===== src/rtl/nor_cmd_pkg.sv =====
// Shared command codes, address patterns and state types for the NOR
// flash command decoder. Assumes commands sit in the low data byte.
package nor_cmd_pkg;
    localparam int MATCH_W = 11;

    localparam logic [7:0] C_UNL_A    = 8'hAA;
    localparam logic [7:0] C_UNL_B    = 8'h55;
    localparam logic [7:0] C_PROG     = 8'hA0;
    localparam logic [7:0] C_ERASE    = 8'h80;
    localparam logic [7:0] C_IDENT    = 8'h90;
    localparam logic [7:0] C_QUERY    = 8'h98;
    localparam logic [7:0] C_EXIT     = 8'hF0;
    localparam logic [7:0] C_BYP      = 8'h20;
    localparam logic [7:0] C_BYP_EXIT = 8'h00;
    localparam logic [7:0] C_SECT     = 8'h30;
    localparam logic [7:0] C_CHIP     = 8'h10;
    localparam logic [7:0] C_SUSP     = 8'hB0;
    localparam logic [7:0] C_RES      = 8'h30;

    localparam logic [MATCH_W-1:0] A_UNL_A = 11'h555;
    localparam logic [MATCH_W-1:0] A_UNL_B = 11'h2AA;
    localparam logic [MATCH_W-1:0] A_QUERY = 11'h055;

    typedef enum logic [1:0] {
        BASE_ARRAY,
        BASE_IDENT,
        BASE_BYPASS
    } base_mode_t;

    typedef enum logic [2:0] {
        SQ_IDLE,
        SQ_UNL1,
        SQ_CMD,
        SQ_PROG,
        SQ_ERA1,
        SQ_ERA2,
        SQ_ERA3,
        SQ_BPROG
    } seq_t;

    typedef enum logic [2:0] {
        RQ_NONE = 3'd0,
        RQ_PROG = 3'd1,
        RQ_SECT = 3'd2,
        RQ_CHIP = 3'd3,
        RQ_SUSP = 3'd4,
        RQ_RES  = 3'd5
    } req_kind_t;

    localparam int N_REQ = 5;
endpackage


===== src/rtl/nor_addr_match.sv =====
// Partial address comparator: flags the three command addresses using
// only the low MATCH_W bits. Assumes the caller slices the address.
module nor_addr_match
    import nor_cmd_pkg::*;
(
    input  logic [MATCH_W-1:0] addr_lo,
    output logic               hit_unl_a,
    output logic               hit_unl_b,
    output logic               hit_query
);
    // Compare the sliced address against each fixed command address.
    assign hit_unl_a = (addr_lo == A_UNL_A);
    assign hit_unl_b = (addr_lo == A_UNL_B);
    assign hit_query = (addr_lo == A_QUERY);
endmodule


===== src/rtl/nor_seq_fsm.sv =====
// Command sequencer: walks unlock prefixes, tracks the read mode and the
// query overlay, and produces a request kind for the current write.
// Assumes one write per wr_en cycle and a command in the low data byte.
module nor_seq_fsm
    import nor_cmd_pkg::*;
(
    input  logic       clk,
    input  logic       rst_n,
    input  logic       wr_en,
    input  logic [7:0] cmd,
    input  logic       hit_unl_a,
    input  logic       hit_unl_b,
    input  logic       hit_query,
    input  logic       busy,
    output base_mode_t base_q,
    output logic       query_q,
    output req_kind_t  req_next
);
    seq_t       seq_q, seq_n;
    base_mode_t base_n;
    logic       query_n;

    // Next-state decode of the write stream.
    always_comb begin
        seq_n    = seq_q;
        base_n   = base_q;
        query_n  = query_q;
        req_next = RQ_NONE;
        if (wr_en) begin
            if (busy) begin
                if (cmd == C_SUSP)     req_next = RQ_SUSP;
                else if (cmd == C_RES) req_next = RQ_RES;
            end else if (query_q) begin
                seq_n = SQ_IDLE;
                if (cmd == C_EXIT) query_n = 1'b0;
            end else if (base_q == BASE_BYPASS) begin
                if (seq_q == SQ_BPROG) begin
                    req_next = RQ_PROG;
                    seq_n    = SQ_IDLE;
                end else if (cmd == C_PROG) begin
                    seq_n = SQ_BPROG;
                end else if (cmd == C_BYP_EXIT) begin
                    base_n = BASE_ARRAY;
                    seq_n  = SQ_IDLE;
                end
            end else begin
                seq_n = SQ_IDLE;
                unique case (seq_q)
                    SQ_IDLE: begin
                        if (cmd == C_UNL_A && hit_unl_a)       seq_n   = SQ_UNL1;
                        else if (cmd == C_QUERY && hit_query)  query_n = 1'b1;
                        else if (cmd == C_EXIT)                base_n  = BASE_ARRAY;
                    end
                    SQ_UNL1: if (cmd == C_UNL_B && hit_unl_b) seq_n = SQ_CMD;
                    SQ_CMD: begin
                        if (hit_unl_a) begin
                            if (cmd == C_PROG)       seq_n  = SQ_PROG;
                            else if (cmd == C_ERASE) seq_n  = SQ_ERA1;
                            else if (cmd == C_IDENT) base_n = BASE_IDENT;
                            else if (cmd == C_BYP)   base_n = BASE_BYPASS;
                        end
                    end
                    SQ_PROG: req_next = RQ_PROG;
                    SQ_ERA1: if (cmd == C_UNL_A && hit_unl_a) seq_n = SQ_ERA2;
                    SQ_ERA2: if (cmd == C_UNL_B && hit_unl_b) seq_n = SQ_ERA3;
                    SQ_ERA3: begin
                        if (cmd == C_SECT)                  req_next = RQ_SECT;
                        else if (cmd == C_CHIP && hit_unl_a) req_next = RQ_CHIP;
                    end
                    default: seq_n = SQ_IDLE;
                endcase
            end
        end
    end

    // State registers with synchronous reset.
    always_ff @(posedge clk) begin
        if (!rst_n) begin
            seq_q   <= SQ_IDLE;
            base_q  <= BASE_ARRAY;
            query_q <= 1'b0;
        end else begin
            seq_q   <= seq_n;
            base_q  <= base_n;
            query_q <= query_n;
        end
    end
endmodule


===== src/rtl/nor_req_stage.sv =====
// Request output stage: registers the request kind with its address and
// data, applying the bit-clearing rule to programs. Assumes old_word is
// the array word at wr_addr during the write cycle.
module nor_req_stage
    import nor_cmd_pkg::*;
#(
    parameter int AW = 22,
    parameter int DW = 16
) (
    input  logic          clk,
    input  logic          rst_n,
    input  req_kind_t     req_next,
    input  logic [AW-1:0] wr_addr,
    input  logic [DW-1:0] wr_data,
    input  logic [DW-1:0] old_word,
    output logic [N_REQ-1:0] req_vec,
    output logic [AW-1:0] addr_q,
    output logic [DW-1:0] data_q
);
    req_kind_t kind_q;

    // Capture the request and its payload for one cycle.
    always_ff @(posedge clk) begin
        if (!rst_n) begin
            kind_q <= RQ_NONE;
            addr_q <= '0;
            data_q <= '0;
        end else begin
            kind_q <= req_next;
            if (req_next != RQ_NONE) begin
                addr_q <= wr_addr;
                data_q <= (req_next == RQ_PROG) ? (old_word & wr_data) : wr_data;
            end
        end
    end

    // One strobe line per request kind.
    for (genvar k = 0; k < N_REQ; k++) begin : g_req
        assign req_vec[k] = (kind_q == req_kind_t'(k + 1));
    end
endmodule


===== src/rtl/nor_read_mux.sv =====
// Read source selector: query table, identification words or array,
// chosen by the current mode. Purely combinational.
module nor_read_mux
    import nor_cmd_pkg::*;
#(
    parameter int          AW     = 22,
    parameter int          DW     = 16,
    parameter logic [DW-1:0] MFR_ID = 16'h00BF,
    parameter logic [DW-1:0] DEV_ID = 16'h236D
) (
    input  base_mode_t    base_mode,
    input  logic          query_on,
    input  logic [AW-1:0] rd_addr,
    input  logic [DW-1:0] arr_rdata,
    input  logic [DW-1:0] cfi_rdata,
    output logic [DW-1:0] rd_data
);
    // Pick the read source for the active mode.
    always_comb begin
        if (query_on) begin
            rd_data = cfi_rdata;
        end else if (base_mode == BASE_IDENT) begin
            if (rd_addr == AW'(0))      rd_data = MFR_ID;
            else if (rd_addr == AW'(1)) rd_data = DEV_ID;
            else                        rd_data = '0;
        end else begin
            rd_data = arr_rdata;
        end
    end
endmodule


===== src/rtl/nor_cmd_decoder.sv =====
// Top of the NOR flash command decoder: partial address match, command
// sequencer, request register and read selector. Assumes AW >= 11 and
// an external engine that asserts busy while programming or erasing.
module nor_cmd_decoder
    import nor_cmd_pkg::*;
#(
    parameter int AW = 22,
    parameter int DW = 16
) (
    input  logic          clk,
    input  logic          rst_n,
    input  logic          wr_en,
    input  logic [AW-1:0] wr_addr,
    input  logic [DW-1:0] wr_data,
    input  logic [DW-1:0] old_word,
    input  logic          busy,
    input  logic [AW-1:0] rd_addr,
    input  logic [DW-1:0] arr_rdata,
    input  logic [DW-1:0] cfi_rdata,
    output logic [DW-1:0] rd_data,
    output logic          prog_req,
    output logic          sect_erase_req,
    output logic          chip_erase_req,
    output logic          suspend_req,
    output logic          resume_req,
    output logic [AW-1:0] req_addr,
    output logic [DW-1:0] req_data
);
    localparam int CMD_W = 8;

    logic             hit_unl_a, hit_unl_b, hit_query;
    base_mode_t       base_mode;
    logic             query_on;
    req_kind_t        req_next;
    logic [N_REQ-1:0] req_vec;

    nor_addr_match u_match (
        .addr_lo   (wr_addr[MATCH_W-1:0]),
        .hit_unl_a (hit_unl_a),
        .hit_unl_b (hit_unl_b),
        .hit_query (hit_query)
    );

    nor_seq_fsm u_fsm (
        .clk       (clk),
        .rst_n     (rst_n),
        .wr_en     (wr_en),
        .cmd       (wr_data[CMD_W-1:0]),
        .hit_unl_a (hit_unl_a),
        .hit_unl_b (hit_unl_b),
        .hit_query (hit_query),
        .busy      (busy),
        .base_q    (base_mode),
        .query_q   (query_on),
        .req_next  (req_next)
    );

    nor_req_stage #(.AW(AW), .DW(DW)) u_req (
        .clk      (clk),
        .rst_n    (rst_n),
        .req_next (req_next),
        .wr_addr  (wr_addr),
        .wr_data  (wr_data),
        .old_word (old_word),
        .req_vec  (req_vec),
        .addr_q   (req_addr),
        .data_q   (req_data)
    );

    nor_read_mux #(.AW(AW), .DW(DW)) u_rd (
        .base_mode (base_mode),
        .query_on  (query_on),
        .rd_addr   (rd_addr),
        .arr_rdata (arr_rdata),
        .cfi_rdata (cfi_rdata),
        .rd_data   (rd_data)
    );

    assign prog_req       = req_vec[int'(RQ_PROG) - 1];
    assign sect_erase_req = req_vec[int'(RQ_SECT) - 1];
    assign chip_erase_req = req_vec[int'(RQ_CHIP) - 1];
    assign suspend_req    = req_vec[int'(RQ_SUSP) - 1];
    assign resume_req     = req_vec[int'(RQ_RES) - 1];
endmodule


===== config.mk =====
export PLATFORM = sky130hd
export DESIGN_NAME = nor_cmd_decoder
export DESIGN_NICKNAME = d
export VERILOG_FILES = /design/src/rtl/nor_cmd_pkg.sv /design/src/rtl/nor_addr_match.sv /design/src/rtl/nor_seq_fsm.sv /design/src/rtl/nor_req_stage.sv /design/src/rtl/nor_read_mux.sv /design/src/rtl/nor_cmd_decoder.sv
export SDC_FILE = /design/constraint.sdc
export NUM_CORES = 1
export LEC_CHECK = 0
export ABC_AREA = 1
export BUFFER_PORTS_ARGS = -buffer_cell sky130_fd_sc_hd__buf_2
export CAP_MARGIN = 20
export CORE_MARGIN = 4
export CORE_UTILIZATION = 45
export DETAILED_ROUTE_END_ITERATION = 10
export GPL_ROUTABILITY_DRIVEN = 0
export GPL_TIMING_DRIVEN = 0
export PLACE_DENSITY = 0.8
export SYNTH_ARGS = -nofsm -noshare
export SYNTH_HDL_FRONTEND = slang
export SYNTH_SLANG_ARGS = --single-unit

===== constraint.sdc =====
create_clock -name clk -period 2.1 [get_ports clk]
set_clock_uncertainty 0.2 [all_clocks]
set_input_delay 0.315 -clock clk [delete_from_list [all_inputs] [get_ports clk]]
set_output_delay 0.315 -clock clk [all_outputs]
set_load 0.05 [all_outputs]

Word-level counts from Yosys, hierarchy flattened --
Cells that the tools add are included. Widths: inputs -> output; s select.
Storage, ports and cells: register bits 47, bits of input ports 112, logic and storage cells 109
Operators by class: equal/unequal tests 41, mux-type cells 47, bitwise operators 3, reduce and logical (&&, ||, !) cells 12
Operator list (count):
- $mux 16 | 4
- $eq 8x8->1 const B | 7
- $mux 3 | 17
- $mux 2 | 14
- $eq 22x1->1 const B | 1
- $logic_not 22->1 | 1
- $eq 3x3->1 const B | 6
- $and 16x16->16 | 1
- $eq 8x6->1 const B | 2
- $pmux 3 s5 | 1
- $mux 14 | 1
- $reduce_and 14->1 | 1
- $eq 3x2->1 const B | 4
- $eq 11x10->1 const B | 1
- $eq 11x11->1 const B | 1
- $eq 11x7->1 const B | 1
- $eq 3x1->1 const B | 3
- $ne 3x2->1 const B | 3
- $eq 8x5->1 const B | 1
- $eq 8x7->1 const B | 1
- $logic_not 8->1 | 1
- $mux 1 | 8
- $ne 2x2->1 const B | 4
- $ne 3x1->1 const B | 2
- other kinds (12) | 17

Logic depth before layout (Yosys ltp) --
depth in word-level cells 11, gate-level depth with buffers 13

Cells and area by module --
Synthesis repeated with hierarchy kept, for this count alone.
Second synthesis, totals: cells, all modules 519, area total of the unflattened synthesis 3171.8 um^2
By module, submodules not included:
- nor_req_stage | times used 1, cells each 244, area each 1801.7 um^2, seq. area each 820.8 um^2
- nor_seq_fsm | times used 1, cells each 164, area each 865.8 um^2, seq. area each 120.1 um^2
- nor_read_mux | times used 1, cells each 80, area each 385.4 um^2, seq. area each 0.0 um^2
- nor_addr_match | times used 1, cells each 31, area each 118.9 um^2, seq. area each 0.0 um^2

Worst setup path before layout --
No wires, ideal clock.
path type register -> output, start point reg u_fsm.query_q, end point out rd_data[10], arrival 1.814 ns, setup slack -0.229 ns, stages on the path, launching flop included 6, path buffers 2, path through dfxtp_1 -> buf_2 -> inv_1 -> buf_2 -> nand2_1 -> o21ai_0
Between the ends: word-level cells in the longest chain between the ends 1
RTL lines:
- start, declared | RTL line nor_seq_fsm.sv:16 | output logic query_q,
- start signal, assigned | RTL line nor_seq_fsm.sv:85 | query_q <= query_n;
- $mux 16 | RTL line nor_read_mux.sv:20 | if (query_on) begin
- end, declared | RTL line nor_cmd_decoder.sv:20 | output logic [DW-1:0] rd_data,
Every way passes these cells.

Final worst setup path --
start point reg u_fsm.base_q[0], end point out rd_data[3]
Between the ends: word-level cells in the longest chain between the ends 3
RTL lines:
- start, declared | RTL line nor_seq_fsm.sv:15 | output base_mode_t base_q,
- start signal, assigned | RTL line nor_seq_fsm.sv:84 | base_q <= base_n;
- $eq 2x1->1 | RTL line nor_read_mux.sv:22 | end else if (base_mode == BASE_IDENT) begin
- $mux 16 | RTL line nor_read_mux.sv:22
- $mux 16 | RTL line nor_read_mux.sv:20
Every way passes these cells.

==> impl_metrics.toml <==
[status]
status = "completed"

[setup_path]
regToRegStartpoint = "u_fsm.base_q[0]"
start_kind = "register"
arrival_ns = 1.53
endpoint_kind = "primary output"
r2r_slack_ns = 0.19
r2r_end = "u_req.addr_q[3]"
required_ns = 1.58
worst_r2r_path_depth = 10
cp_max_fo = 10
path_class = "register to primary output"

[cts]
cts_max_level = 2
root_buffer = "clkbuf_8"
clk_latency_ns = 0.30
cts_sinks = 47
cts_made_buffers = 5
tritoncts = "done"
clock_path_buffers = 2
hold_buffers = 0
path_clk_slew_ns = 0.09

[logic_synthesis]
async_flop_share = 0
syn_inst = 520
syn_nets = 632
synth.most_common_cell = "nor2_1"
netlist_top_cells_area = "dfxtp_1 31%, nor2_1 17%, nand2_1 15%"
synth_common_cells = "134 x nor2_1, 119 x nand2_1, 61 x inv_1, 47 x dfxtp_1, 30 x a21oi_1"
mappedNetlistArea_mm2 = 0.00301
netlist.area_leader.share = 0.313
ys.flop_type = "dfxtp_1"
yosys_warnings = 0
synth.distinct_cells = 23
ys_seq_area_frac = 0.313
synth_top_area_cell = "dfxtp_1"
synth-edff-count = 0
syn_avg_cell_area_um2 = 5.78
ys_seq_elements = 47

[timing]
fmaxAchievable_ghz = 0.489
tightest_slew_ns = 0.481
finalHoldViolations = 0
fin_crit_ns = 2.05
rsz0062_at_grt = "yes"
hold_slack_ns = 0.0345
slew_viol_final = 0
final.period_utilization = 0.974
tns_ns = 0
setup_viol = 0
max_slew_margin = 0.680

[floorplan]
coreArea_mm2 = 0.00642
die_w_um = 89.7
initial_core_util = 0.468
rows = 29
die-height_um = 89.7
pin_count = 171
dieArea_mm2 = 0.00805

[hold_path]
hold_depth = 3
hold_path.startpoint = "wr_addr[13]"
hp-class = "primary input to register"
whs_endpoint = "u_req.addr_q[13]"

[routing]
antenna_left = 0
viasPerCell = 5.11
num_vias = 3983
drcViolationCount = 0
drt_wl_total_um = 10000
avgRoutedWirePerCell_um = 12.9
drtIter0Drc = 217
drtPass1Iterations = 5

[global_route]
antenna_found_initial = 0
grt_max_degree = 16
grt_pass1_vias = 3729
grt_pass1_wl_um = 16500
grt-ovfl-total = 0
grt_use_total = 0.236

[cells_and_area]
design_area_mm2 = 0.00434
post-route-util = 0.676
area_delta_synth_final_pct = 44.4
diodes = 0
fillers = 599
drive_above_1_share = 0.339
finalNetCount = 813
instances_no_fill = 779

[job]
cap_violations = 0

[power]
p_per_area_mw_per_mm2 = 425
vdd_drop_max_uv = 288
p_leak_nw = 2.35

[placed_design]
place_area_mm2 = 0.00397
io_buffers = 169
dp_hpwl_um = 7770
placed_cells = 766
==> where the power goes <==
group	switching, mW	internal, mW	leakage, nW
combinational	0.205	0.154	1.92
clock	0.323	0.270	0.0516
sequential	0.00140	0.893	0.378
total	0.529	1.32	2.35
==> worst max-delay path, stage by stage (launching register included) <==
cell	delay [ns]
dfxtp_1	0.32
inv_1	0.07
nor2_4	0.13
inv_1	0.08
buf_4	0.19
a21oi_1	0.18
a21oi_2	0.07
buf_4	0.19
==> sequential cells by signal, summed over array words and instances (netlist names) <==
signal / count
u_fsm.base_q: 2
u_fsm.query_q: 1
u_fsm.seq_q: 3
u_req.addr_q: 22
u_req.data_q: 16
u_req.kind_q: 3
==> cells in the final DEF, fill, tap and decap left out <==
cell type / instances
a21oi_1: 11
a21oi_2: 18
a21oi_4: 2
and3_1: 1
buf_1: 1
buf_2: 158
buf_4: 16
buf_6: 12
clkbuf_1: 3
clkbuf_2: 4
clkbuf_4: 2
clkbuf_8: 7
clkinv_2: 1
dfxtp_1: 47
inv_1: 59
inv_2: 4
inv_6: 1
nand2_1: 118
nand2_2: 3
nand3_1: 28
nand3b_1: 13
nand4_1: 29
nor2_1: 130
nor2_2: 4
nor2_4: 2
nor3_1: 10
nor4_1: 2
nor4_2: 2
nor4_4: 1
o2111ai_4: 1
o21ai_0: 6
o21ai_1: 6
==> worst max path at each step <==
stage	start	to	slack [ns]
floorplan	u_fsm.query_q	rd_data[2]	-0.19
global placement	rd_addr[9]	rd_data[13]	-0.1
detailed placement	u_fsm.base_q[0]	rd_data[13]	-0.14
CTS	u_fsm.base_q[0]	rd_data[4]	-0.02
global route	u_fsm.query_q	rd_data[7]	-0.04
finish	u_fsm.base_q[0]	rd_data[3]	0.05
==> cell families (layout without fill, tap and decap cells) <==
logic type	after synthesis	in the layout	share of synthesized area
DFF	47	47	0.313
buffers and inverters	86	268	0.114
AOI/OAI and AO/OA	44	44	0.0782
and+or+nand+nor	343	343	0.495
==> layer usage <==
metal	wire length, µm	global-route usage
met5	0	0
met4	174	0.0600
met3	909	0.0618
met2	4950	0.429
met1	4000	0.276
==> what timing repair did <==
| item | 4_1_cts | 5_1_grt |
|---|---|---|
| pin swaps | 2 | 7 |
| setup endpoints to repair | 16 | 51 |
| setup buffers | 3 | 2 |
| gates resized for setup | 23 | 60 |
==> layout make-up <==
class,instances,area (µm²),share of cell area
multi-input combinational,387,1860,0.429
clock buffer,6,82.6,0.0190
timing repair buffer,174,967,0.223
clock inverter,2,13.8,0.00317
buffer,23,143,0.0328
tap,77,96.3,0.0222
inverter,63,236,0.0545
sequential,47,941,0.217
==> metrics by stage <==
| step | power, mW | worst slack, ns |
|---|---|---|
| floorplan | 1.08 | -0.187 |
| global placement | 1.23 | -0.0979 |
| detailed placement | 1.24 | -0.143 |
| CTS | 1.84 | -0.0209 |
| global route | 1.92 | -0.0400 |
| finish | 1.85 | 0.0549 |
Power figures use the tool's default switching activity.
